$ cat config.mk
export PLATFORM = sky130hd
export DESIGN_NAME = lms_adapt_filter
export DESIGN_NICKNAME = d
export VERILOG_FILES = /design/src/rtl/lms_pkg.sv /design/src/rtl/lms_tap_line.sv /design/src/rtl/lms_mac_unit.sv /design/src/rtl/lms_weight_bank.sv /design/src/rtl/lms_adapt_filter.sv
export SDC_FILE = /design/constraint.sdc
export NUM_CORES = 2
export LEC_CHECK = 0
export ABC_AREA = 1
export BUFFER_PORTS_ARGS = -buffer_cell sky130_fd_sc_hd__buf_4
export CAP_MARGIN = 20
export CORE_ASPECT_RATIO = 0.8
export CORE_MARGIN = 10
export CORE_UTILIZATION = 45
export CTS_BUF_LIST = sky130_fd_sc_hd__clkbuf_4 sky130_fd_sc_hd__clkbuf_8
export DETAILED_ROUTE_END_ITERATION = 10
export GPL_TIMING_DRIVEN = 0
export SLEW_MARGIN = 10
export SYNTH_ARGS = -nofsm -noshare
export SYNTH_HDL_FRONTEND = slang
export SYNTH_SLANG_ARGS = --single-unit
$ cat constraint.sdc
create_clock -name clk_i -period 12.2 [get_ports clk_i]
set_clock_uncertainty 0.2 [all_clocks]
set_input_delay 1.22 -clock clk_i [delete_from_list [all_inputs] [get_ports clk_i]]
set_output_delay 1.22 -clock clk_i [all_outputs]
set_load 0.01 [all_outputs]
$ cat src/rtl/lms_pkg.sv
package lms_pkg;
  typedef enum logic [1:0] {
    ST_IDLE,
    ST_FILT,
    ST_ERR,
    ST_UPD
  } lms_state_e;
endpackage

$ cat src/rtl/lms_tap_line.sv
module lms_tap_line #(
  parameter int N  = 8,
  parameter int DW = 16
) (
  input  logic                   clk_i,
  input  logic                   rst_ni,
  input  logic                   shift_i,
  input  logic [DW-1:0]          din_i,
  output logic [N-1:0][DW-1:0]   taps_o
);
  for (genvar k = 0; k < N; k++) begin : g_tap
    always_ff @(posedge clk_i or negedge rst_ni) begin
      if (!rst_ni)      taps_o[k] <= '0;
      else if (shift_i) taps_o[k] <= (k == 0) ? din_i : taps_o[(k == 0) ? 0 : k-1];
    end
  end

  p_shift_in_r9: assert property (@(posedge clk_i) disable iff (!rst_ni)
    shift_i |=> taps_o[0] == $past(din_i));
  p_hold_r9: assert property (@(posedge clk_i) disable iff (!rst_ni)
    !shift_i |=> $stable(taps_o));
endmodule

$ cat src/rtl/lms_mac_unit.sv
module lms_mac_unit #(
  parameter int DW = 16,
  parameter int AW = 35
) (
  input  logic                  clk_i,
  input  logic                  rst_ni,
  input  logic                  clr_i,
  input  logic                  en_i,
  input  logic signed [DW-1:0]  a_i,
  input  logic signed [DW-1:0]  b_i,
  output logic signed [AW-1:0]  acc_o
);
  logic signed [2*DW-1:0] prod;
  assign prod = a_i * b_i;

  always_ff @(posedge clk_i or negedge rst_ni) begin
    if (!rst_ni)    acc_o <= '0;
    else if (clr_i) acc_o <= '0;
    else if (en_i)  acc_o <= acc_o + AW'(prod);
  end

  p_acc_clear_r3: assert property (@(posedge clk_i) disable iff (!rst_ni)
    clr_i |=> acc_o == '0);
endmodule

$ cat src/rtl/lms_weight_bank.sv
module lms_weight_bank #(
  parameter int N    = 8,
  parameter int DW   = 16,
  parameter int MUW  = 4,
  parameter int FRAC = DW - 1,
  localparam int IW  = (N > 1) ? $clog2(N) : 1
) (
  input  logic                  clk_i,
  input  logic                  rst_ni,
  input  logic                  clr_i,
  input  logic                  upd_i,
  input  logic [IW-1:0]         idx_i,
  input  logic signed [DW-1:0]  err_i,
  input  logic signed [DW-1:0]  tap_i,
  input  logic [MUW-1:0]        mu_i,
  output logic [N-1:0][DW-1:0]  w_o
);
  localparam int PW = 2 * DW;
  localparam int SW = PW + 1;
  localparam logic signed [SW-1:0] W_MAX = SW'((64'sd1 <<< (DW-1)) - 1);
  localparam logic signed [SW-1:0] W_MIN = -W_MAX - 1;

  logic signed [PW-1:0] prod, delta;
  logic signed [DW-1:0] w_cur, w_nxt;
  logic signed [SW-1:0] sum;
  logic [7:0]           sh;

  assign w_cur = $signed(w_o[idx_i]);
  assign prod  = err_i * tap_i;
  assign sh    = 8'(FRAC) + 8'(mu_i);
  assign delta = prod >>> sh;
  assign sum   = SW'(w_cur) + SW'(delta);

  always_comb begin
    if (sum > W_MAX)      w_nxt = W_MAX[DW-1:0];
    else if (sum < W_MIN) w_nxt = W_MIN[DW-1:0];
    else                  w_nxt = sum[DW-1:0];
  end

  for (genvar k = 0; k < N; k++) begin : g_w
    always_ff @(posedge clk_i or negedge rst_ni) begin
      if (!rst_ni)                           w_o[k] <= '0;
      else if (clr_i)                        w_o[k] <= '0;
      else if (upd_i && idx_i == IW'(k))     w_o[k] <= w_nxt;
    end
  end

  p_clear_zero_r8: assert property (@(posedge clk_i) disable iff (!rst_ni)
    clr_i |=> w_o == '0);
  p_frozen_hold_r7: assert property (@(posedge clk_i) disable iff (!rst_ni)
    (!clr_i && !upd_i) |=> $stable(w_o));
  p_sat_dir_r6: assert property (@(posedge clk_i) disable iff (!rst_ni)
    (upd_i && !clr_i && delta > 0) |=> $signed(w_o[$past(idx_i)]) >= $past(w_cur));
endmodule

$ cat src/rtl/lms_adapt_filter.sv
module lms_adapt_filter #(
  parameter int N   = 8,
  parameter int DW  = 16,
  parameter int MUW = 4
) (
  input  logic                  clk_i,
  input  logic                  rst_ni,
  input  logic                  in_valid_i,
  output logic                  in_ready_o,
  input  logic signed [DW-1:0]  u_i,
  input  logic signed [DW-1:0]  d_i,
  input  logic [MUW-1:0]        mu_shift_i,
  input  logic                  freeze_i,
  input  logic                  clear_i,
  output logic                  out_valid_o,
  output logic signed [DW-1:0]  y_o,
  output logic signed [DW-1:0]  e_o
);
  import lms_pkg::*;

  localparam int FRAC = DW - 1;
  localparam int IW   = (N > 1) ? $clog2(N) : 1;
  localparam int AW   = 2 * DW + IW;
  localparam int EW   = DW + 1;
  localparam logic signed [AW-1:0] Y_MAX = AW'((64'sd1 <<< (DW-1)) - 1);
  localparam logic signed [AW-1:0] Y_MIN = -Y_MAX - 1;
  localparam logic signed [EW-1:0] E_MAX = EW'((64'sd1 <<< (DW-1)) - 1);
  localparam logic signed [EW-1:0] E_MIN = -E_MAX - 1;

  lms_state_e           state_q;
  logic [IW-1:0]        idx_q;
  logic signed [DW-1:0] d_q;
  logic [MUW-1:0]       mu_q;
  logic                 frz_q;

  logic [N-1:0][DW-1:0] taps, wts;
  logic signed [AW-1:0] acc, acc_sh;
  logic signed [DW-1:0] y_sat, e_sat, tap_sel, w_sel;
  logic signed [EW-1:0] e_full;
  logic                 accept, last_idx;

  assign in_ready_o = (state_q == ST_IDLE);
  assign accept     = in_valid_i && in_ready_o;
  assign last_idx   = (idx_q == IW'(N - 1));
  assign tap_sel    = $signed(taps[idx_q]);
  assign w_sel      = $signed(wts[idx_q]);

  lms_tap_line #(.N(N), .DW(DW)) i_taps (
    .clk_i, .rst_ni, .shift_i(accept), .din_i(u_i), .taps_o(taps)
  );

  lms_mac_unit #(.DW(DW), .AW(AW)) i_mac (
    .clk_i, .rst_ni, .clr_i(accept), .en_i(state_q == ST_FILT),
    .a_i(w_sel), .b_i(tap_sel), .acc_o(acc)
  );

  lms_weight_bank #(.N(N), .DW(DW), .MUW(MUW), .FRAC(FRAC)) i_wts (
    .clk_i, .rst_ni, .clr_i(clear_i), .upd_i(state_q == ST_UPD && !frz_q),
    .idx_i(idx_q), .err_i(e_o), .tap_i(tap_sel), .mu_i(mu_q), .w_o(wts)
  );

  // Q1.15 weights: drop the fraction, then clamp to the output range
  assign acc_sh = acc >>> FRAC;
  always_comb begin
    if (acc_sh > Y_MAX)      y_sat = Y_MAX[DW-1:0];
    else if (acc_sh < Y_MIN) y_sat = Y_MIN[DW-1:0];
    else                     y_sat = acc_sh[DW-1:0];
  end

  assign e_full = EW'(d_q) - EW'(y_sat);
  always_comb begin
    if (e_full > E_MAX)      e_sat = E_MAX[DW-1:0];
    else if (e_full < E_MIN) e_sat = E_MIN[DW-1:0];
    else                     e_sat = e_full[DW-1:0];
  end

  always_ff @(posedge clk_i or negedge rst_ni) begin
    if (!rst_ni) begin
      state_q     <= ST_IDLE;
      idx_q       <= '0;
      d_q         <= '0;
      mu_q        <= '0;
      frz_q       <= 1'b0;
      y_o         <= '0;
      e_o         <= '0;
      out_valid_o <= 1'b0;
    end else begin
      out_valid_o <= 1'b0;
      unique case (state_q)
        ST_IDLE: if (accept) begin
          d_q     <= d_i;
          mu_q    <= mu_shift_i;
          frz_q   <= freeze_i;
          idx_q   <= '0;
          state_q <= ST_FILT;
        end
        ST_FILT: begin
          idx_q <= last_idx ? '0 : idx_q + 1'b1;
          if (last_idx) state_q <= ST_ERR;
        end
        ST_ERR: begin
          y_o         <= y_sat;
          e_o         <= e_sat;
          out_valid_o <= 1'b1;
          state_q     <= ST_UPD;
        end
        ST_UPD: begin
          idx_q <= last_idx ? '0 : idx_q + 1'b1;
          if (last_idx) state_q <= ST_IDLE;
        end
        default: state_q <= ST_IDLE;
      endcase
    end
  end

  p_busy_after_accept_r2: assert property (@(posedge clk_i) disable iff (!rst_ni)
    accept |=> !in_ready_o);
  p_strobe_single_r2: assert property (@(posedge clk_i) disable iff (!rst_ni)
    out_valid_o |=> !out_valid_o);
  p_strobe_while_busy_r2: assert property (@(posedge clk_i) disable iff (!rst_ni)
    out_valid_o |-> !in_ready_o);
  p_out_hold_r4: assert property (@(posedge clk_i) disable iff (!rst_ni)
    !out_valid_o && !$rose(out_valid_o) |=> (out_valid_o || ($stable(y_o) && $stable(e_o))));
endmodule

Word level (Yosys, flattened, before mapping)

Index checks and enable logic that the tools add are counted.

Flip-flop bits (word level): 350
Output and inout port bits: 34
Input bits: 41

Mux-type cells: 36
$mul: 2
Reduce and logical (&&, ||, !) cells: 27
Equality and inequality tests: 13
Order comparisons: 7
Add/subtract/negate cells: 5
Shifts and indexed selects: 1

Operators by type and width:

| operator               | count |
|---|---|
| $mux W16               | 24 |
| $bmux W16 S3           | 2 |
| $mux W35               | 2 |
| $mul A16 B16 Y32       | 2 |
| $add A35 B32 Y35       | 1 |
| $add A16 B32 Y33       | 1 |
| $gt A33 B16 Y1 const B | 1 |
| $lt A33 B16 Y1 const B | 1 |
| $sshr A32 B5 Y32       | 1 |
| $gt A20 B16 Y1 const B | 1 |
| $lt A20 B16 Y1 const B | 1 |
| $reduce_bool A2 Y1     | 10 |
| $gt A17 B16 Y1 const B | 1 |
| $lt A17 B16 Y1 const B | 1 |
| $sub A16 B16 Y17       | 1 |
| $eq A3 B3 Y1 const B   | 4 |
| $logic_and A1 B1 Y1    | 10 |
| $pmux W2 S4            | 1 |
| $eq A3 B2 Y1 const B   | 2 |
| $mux W2                | 3 |
| $mux W3                | 2 |
| $pmux W3 S2            | 1 |
| $add A4 B4 Y5 const A  | 1 |
| $eq A2 B2 Y1 const B   | 2 |
| 13 further kinds       | 15 |

Logic depth before layout (Yosys ltp)

Depth after elaboration: 10
Mapped depth: 63
Mapped depth without buffers: 58

Hierarchy

A second synthesis with hierarchy kept.

Cell total of the unflattened synthesis: 6307
Area total of the unflattened synthesis: 45080.7 um^2

Modules (own cells, without submodules):

| module           | instances | area each (um^2) | sequential area each (um^2) | cells each |
|---|---|---|---|---|
| lms_weight_bank  | 1         | 20838.7          | 3203.1                      | 3064 |
| lms_mac_unit     | 1         | 13777.0          | 875.8                       | 1785 |
| lms_adapt_filter | 1         | 5505.3           | 1476.4                      | 917 |
| lms_tap_line     | 1         | 4959.8           | 3203.1                      | 541 |

Worst setup path before layout

No wires, ideal clock.

Kind: register -> register
Start: reg idx_q[0]
End: reg i_wts.w_o[40] in the netlist's numbering
Path slack: 2473 ps
Data required time: 11934 ps
Library setup time: 66 ps
Arrival: 9461 ps
Period minus slack after synthesis: 9727 ps
Stages on the path, launching flop included: 59
Cell sequence: dfrtp_1 inv_1 buf_2 buf_2 clkbuf_1 o21ai_0 nand3_1 nand2_1 clkinv_1 clkbuf_1 nand2_1 fa_1 inv_1 fa_1 inv_1 fa_1 fa_1 inv_1 [... 23 more ...] nand3_1 nand3_2 nand2_1 nand2_2 nand2_1 nand2_1 nand2_1 nand3_1 nand2_1 nand2_1 nor2_1 nand4_1 nand2_2 buf_6 nand2_1 nand2_4 nand3_1 nand2_1

Longest elaborated chain between the ends: 10
Elaborated cells between the ends (all ways): 16
Classes of those cells: 1 x add/sub; 1 x mul; 2 x order compare; 1 x eq/ne; 1 x shift; 8 x mux; 2 x reduce/logical

RTL lines:

| element                        | RTL line                | source |
|---|---|---|
| start: declaration             | lms_adapt_filter.sv:31  | `logic [IW-1:0] idx_q;` |
| start signal: assignment       | lms_adapt_filter.sv:98  | `idx_q <= last_idx ? '0 : idx_q + 1'b1;` |
| start signal: assignment       | lms_adapt_filter.sv:108 | `idx_q <= last_idx ? '0 : idx_q + 1'b1;` |
| $bmux W16 S3                   | lms_adapt_filter.sv:45  | `assign tap_sel = $signed(taps[idx_q]);` |
| $mux W16 (implied by the code) | lms_adapt_filter.sv:45  |  |
| $mul A16 B16 Y32               | lms_weight_bank.sv:29   | `assign prod = err_i * tap_i;` |
| $sshr A32 B5 Y32               | lms_weight_bank.sv:31   | `assign delta = prod >>> sh;` |
| $add A16 B32 Y33               | lms_weight_bank.sv:32   | `assign sum = SW'(w_cur) + SW'(delta);` |
| $lt A33 B16 Y1                 | lms_weight_bank.sv:36   | `else if (sum < W_MIN) w_nxt = W_MIN[DW-1:0];` |
| $mux W16                       | lms_weight_bank.sv:36   |  |
| $mux W16                       | lms_weight_bank.sv:35   | `if (sum > W_MAX) w_nxt = W_MAX[DW-1:0];` |
| $mux W16                       | lms_weight_bank.sv:44   | `else if (upd_i && idx_i == IW'(k)) w_o[k] <= w_nxt;` |
| $mux W16                       | lms_weight_bank.sv:43   | `else if (clr_i) w_o[k] <= '0;` |
| end signal: indexed assignment | lms_weight_bank.sv:44   |  |
| end: declaration               | lms_weight_bank.sv:16   | `output logic [N-1:0][DW-1:0] w_o` |

Parallel ways exist; a longest one is shown, timed or not. The select of a mux whose other input is x is not followed.
A chain may end at the register's enable or synchronous reset.

Final worst setup path

Start: reg idx_q[1]
End: reg i_wts.w_o[109] in the netlist's numbering

The elaborated chain is that of the path after synthesis.

==> results.cfg <==
[outcome]
result_of_the_run = completed

[global_routing]
gr-max-usage-layer = met1
use_met1_pct = 42.40
grt_usage_pct = 28.85
grt_start_max_net_pins = 105
number_of_antenna_violations_at_the_first_check_in_global_routing = 4
grt_pass1_vias = 37930
grtUsageMet2_pct = 40.37
global_route.overflow_total = 0
grt_pass1_wl_um = 234700
globalRouteMet3Util_pct = 8.520

[layout]
final_cell_count_no_fill = 7012
area.growth.synth_to_final_pct = 9.093
final.fill_count = 9430
drive_above_1_share_pct = 5.636
fin_nets = 6606
multi_input_comb_area_mm2 = 0.02881
seqCellArea_mm2 = 0.008760

[sta]
fmaxAchievable_ghz = 0.08548
final_worst_path_cycle_share_pct = 95.89
setup_viol = 0
slew_viol_final = 0
report.final.hold_viol_count = 0
final_period_minus_worst_setup_slack_ns = 11.70
slew-limit-headroom_pct = 27.96
tightest_pin_transition_ns = 1.069

[routing]
routed_wirelength_um = 153800
antenna_left = 0
drt_first_pass_iters = 6
detail_route.vias_per_cell = 5.516
detail_route.drc_violations = 0
avgRoutedWirePerCell_um = 21.93
detailedRoute.firstIterationViolations = 4349
detailroute.via_count = 38680

[yosys]
yosys_register_bits = 350
netlist_area_mm2 = 0.04220
post-synth-top-area-fraction_pct = 27.23
ys_async_sr_fraction_pct = 100.0
synth.distinct_cells = 49
synth_edf_count = 0
synth_largest_area_cell = sky130_fd_sc_hd__fa_1
synthesis.nets = 6453
postSynthCellCount = 5593
netlist_top_cells_area = sky130_fd_sc_hd__fa_1 (27%), sky130_fd_sc_hd__dfrtp_1 (21%), sky130_fd_sc_hd__nand2_1 (13%), sky130_fd_sc_hd__inv_1 (8.9%), sky130_fd_sc_hd__ha_1 (7.3%)
ys_dominant_reg_cell = sky130_fd_sc_hd__dfrtp_1
syn-mean-instance-area_um2 = 7.545
synth_warnings = 0
synth.yosys.seq_area_share_pct = 20.75

[setup_path]
cp.arrival_ns = 12.13
critPathMostFrequentCell = sky130_fd_sc_hd__nand2_1
worst_path_dominant_cell_family = simple AND/OR/NAND/NOR gates
r2r_setup_slack_ns = 0.50
critical_path.startpoint_type = flip-flop
worst-r2r-cell-count = 55
critical_path.max_fanout = 11
worst-setup-path-type = reg2reg
worst_ep_required_time_ns = 12.63
regToRegStartpoint = idx_q[1]$_DFFE_PN0P_
worst_setup_path_end_kind = flip-flop
r2r_end = i_wts.w_o[109]$_DFFE_PN0P_
critPathSlowestCell = sky130_fd_sc_hd__clkbuf_1
critical_path.max_stage_delay_ns = 0.62
path_buf_inv = 8

[floorplanning]
start_util_pct = 45.33
chipHeight_um = 293.9
boundaryPins = 75
rows = 100
coreArea_mm2 = 0.09309
dieArea_mm2 = 0.1065
die_width_um = 362.4

[cts]
tritoncts = done
clock_tree.htree_level_count = 2
cts_buffer_depth = 3
clk_latency_ns = 0.77
clkTransAtPathRegs_ns = 0.06
cts_hold_repair.buffers = 0
tritoncts_num_sinks = 350
cts_made_buffers = 61
cts-root-buf = sky130_fd_sc_hd__clkbuf_8

[min_path]
worst_hold_path_type = in2async

[placed_design]
placement.io_buffers = 73
total_placed_cells_including_tap_cells = 6897
gp_congestion = 1.001
place_hpwl_um = 124900

[flow_run]
drv_cap = 0
cell type report:
| cell class | instances | area share, % |
|---|---|---|
| Antenna cell | 4 | 0.02174 |
| Buffer | 217 | 2.008 |
| Clock buffer | 91 | 2.517 |
| Clock inverter | 10 | 0.2663 |
| Inverter | 1027 | 8.441 |
| Multi-Input combinational cell | 3992 | 62.59 |
| Sequential cell | 350 | 19.03 |
| Tap cell | 1224 | 3.327 |
| Timing Repair Buffer | 97 | 1.805 |
what timing repair did:
action | 4_1_cts | 5_1_grt
cloned | 0 | 0
buffers inserted | 3 | 13
endpoints found under the hold margin | 0 | 0
pin swaps | 0 | 3
gates resized for setup | 27 | 75
setup endpoints to repair | 128 | 128
Yosys cell counts (all sizes together) (3+ instances only):
cell       n
nor4       3
and2       4
o211ai     5
o31ai      7
o21a       7
buf       65
xor2      44
nor2     481
clkbuf   159
o21ai    388
nand4     21
o21bai     8
a21o      13
nor3      27
dfrtp    350
nand3b     8
ha       245
inv     1006
a21oi    200
a31oi     11
xnor2     24
a22o       5
or2        7
nand3    414
nand2   1451
fa       574
clkinv    21
o22ai     31
sequential cells by signal, summed over array words and instances (netlist names):
name           count
out_valid_o        1
d_q               16
i_mac.acc_o       35
i_wts.w_o        128
i_taps.taps_o    128
y_o               16
idx_q              3
mu_q               4
frz_q              1
e_o               16
state_q            2
layout by cell type, fill, tap and decap left out, types with 36 or more instances in the layout:
cell type / synthesis / layout
sky130_fd_sc_hd__clkbuf_1: 159 / 129
sky130_fd_sc_hd__o21ai_0: 385 / 379
sky130_fd_sc_hd__nor2_1: 474 / 471
sky130_fd_sc_hd__inv_1: 1005 / 998
sky130_fd_sc_hd__fa_1: 574 / 572
sky130_fd_sc_hd__buf_1: 37 / 36
sky130_fd_sc_hd__a21oi_1: 200 / 199
sky130_fd_sc_hd__buf_4: 1 / 91
sky130_fd_sc_hd__nand2_1: 1438 / 1420
sky130_fd_sc_hd__clkbuf_8: 0 / 76
sky130_fd_sc_hd__dfrtp_1: 350 / 349
sky130_fd_sc_hd__xor2_1: 44 / 44
sky130_fd_sc_hd__ha_1: 245 / 243
sky130_fd_sc_hd__nand3_1: 410 / 408
layer usage:
metal / part of all wire, % / vias to the layer above
met1: 45 / 18950
met3: 12 / 281
met2: 40 / 1937
met5: 0.096 / -
li1: - / 17500
met4: 3.2 / 6
worst max path at each step:
stage	from	end	cells past startpoint
after global placement	idx_q[0]$_DFFE_PN0P_	i_wts.w_o[96]$_DFFE_PN0P_	57
after detailed placement	idx_q[0]$_DFFE_PN0P_	i_wts.w_o[96]$_DFFE_PN0P_	57
after floorplan	idx_q[0]$_DFFE_PN0P_	i_wts.w_o[40]$_DFFE_PN0P_	58
final	idx_q[1]$_DFFE_PN0P_	i_wts.w_o[109]$_DFFE_PN0P_	55
after CTS	idx_q[0]$_DFFE_PN0P_	i_wts.w_o[109]$_DFFE_PN0P_	56
after global routing	idx_q[0]$_DFFE_PN0P_	i_wts.w_o[61]$_DFFE_PN0P_	57
cell families (layout without fill, tap and decap cells):
kind of cell,count (synthesis),in the layout,share of synthesized area [%]
buf+inv,1251,1442,11.27
other cells,0,4,0
simple gates,2419,2419,23.41
xor+xnor,68,68,1.411
compound gates,685,685,8.640
fa+ha+maj,819,819,34.49
flops,350,350,20.75
mux,1,1,0.02372
stage by stage:
| step | TNS, ns | cell area, µm² | setup WS, ns | hold WS [ns] | utilization (%) |
|---|---|---|---|---|---|
| CTS | 0 | 45790 | 0.01188 | 0.1731 | 49.19 |
| global route | -0.05025 | 46030 | -0.02606 | 0.1874 | 49.45 |
| floorplan | 0 | 42200 | 2.473 | 0.2439 | - |
| global placement | -113.24 | 44280 | -0.9999 | 0.2559 | 47.57 |
| finish | 0 | 46040 | 0.5018 | 0.1759 | 49.46 |
| detailed placement | -117.53 | 44450 | -1.012 | 0.2600 | 47.74 |
Power is not shown: default switching activity piles up to over one toggle a cycle in this logic, so the estimate is an artifact.
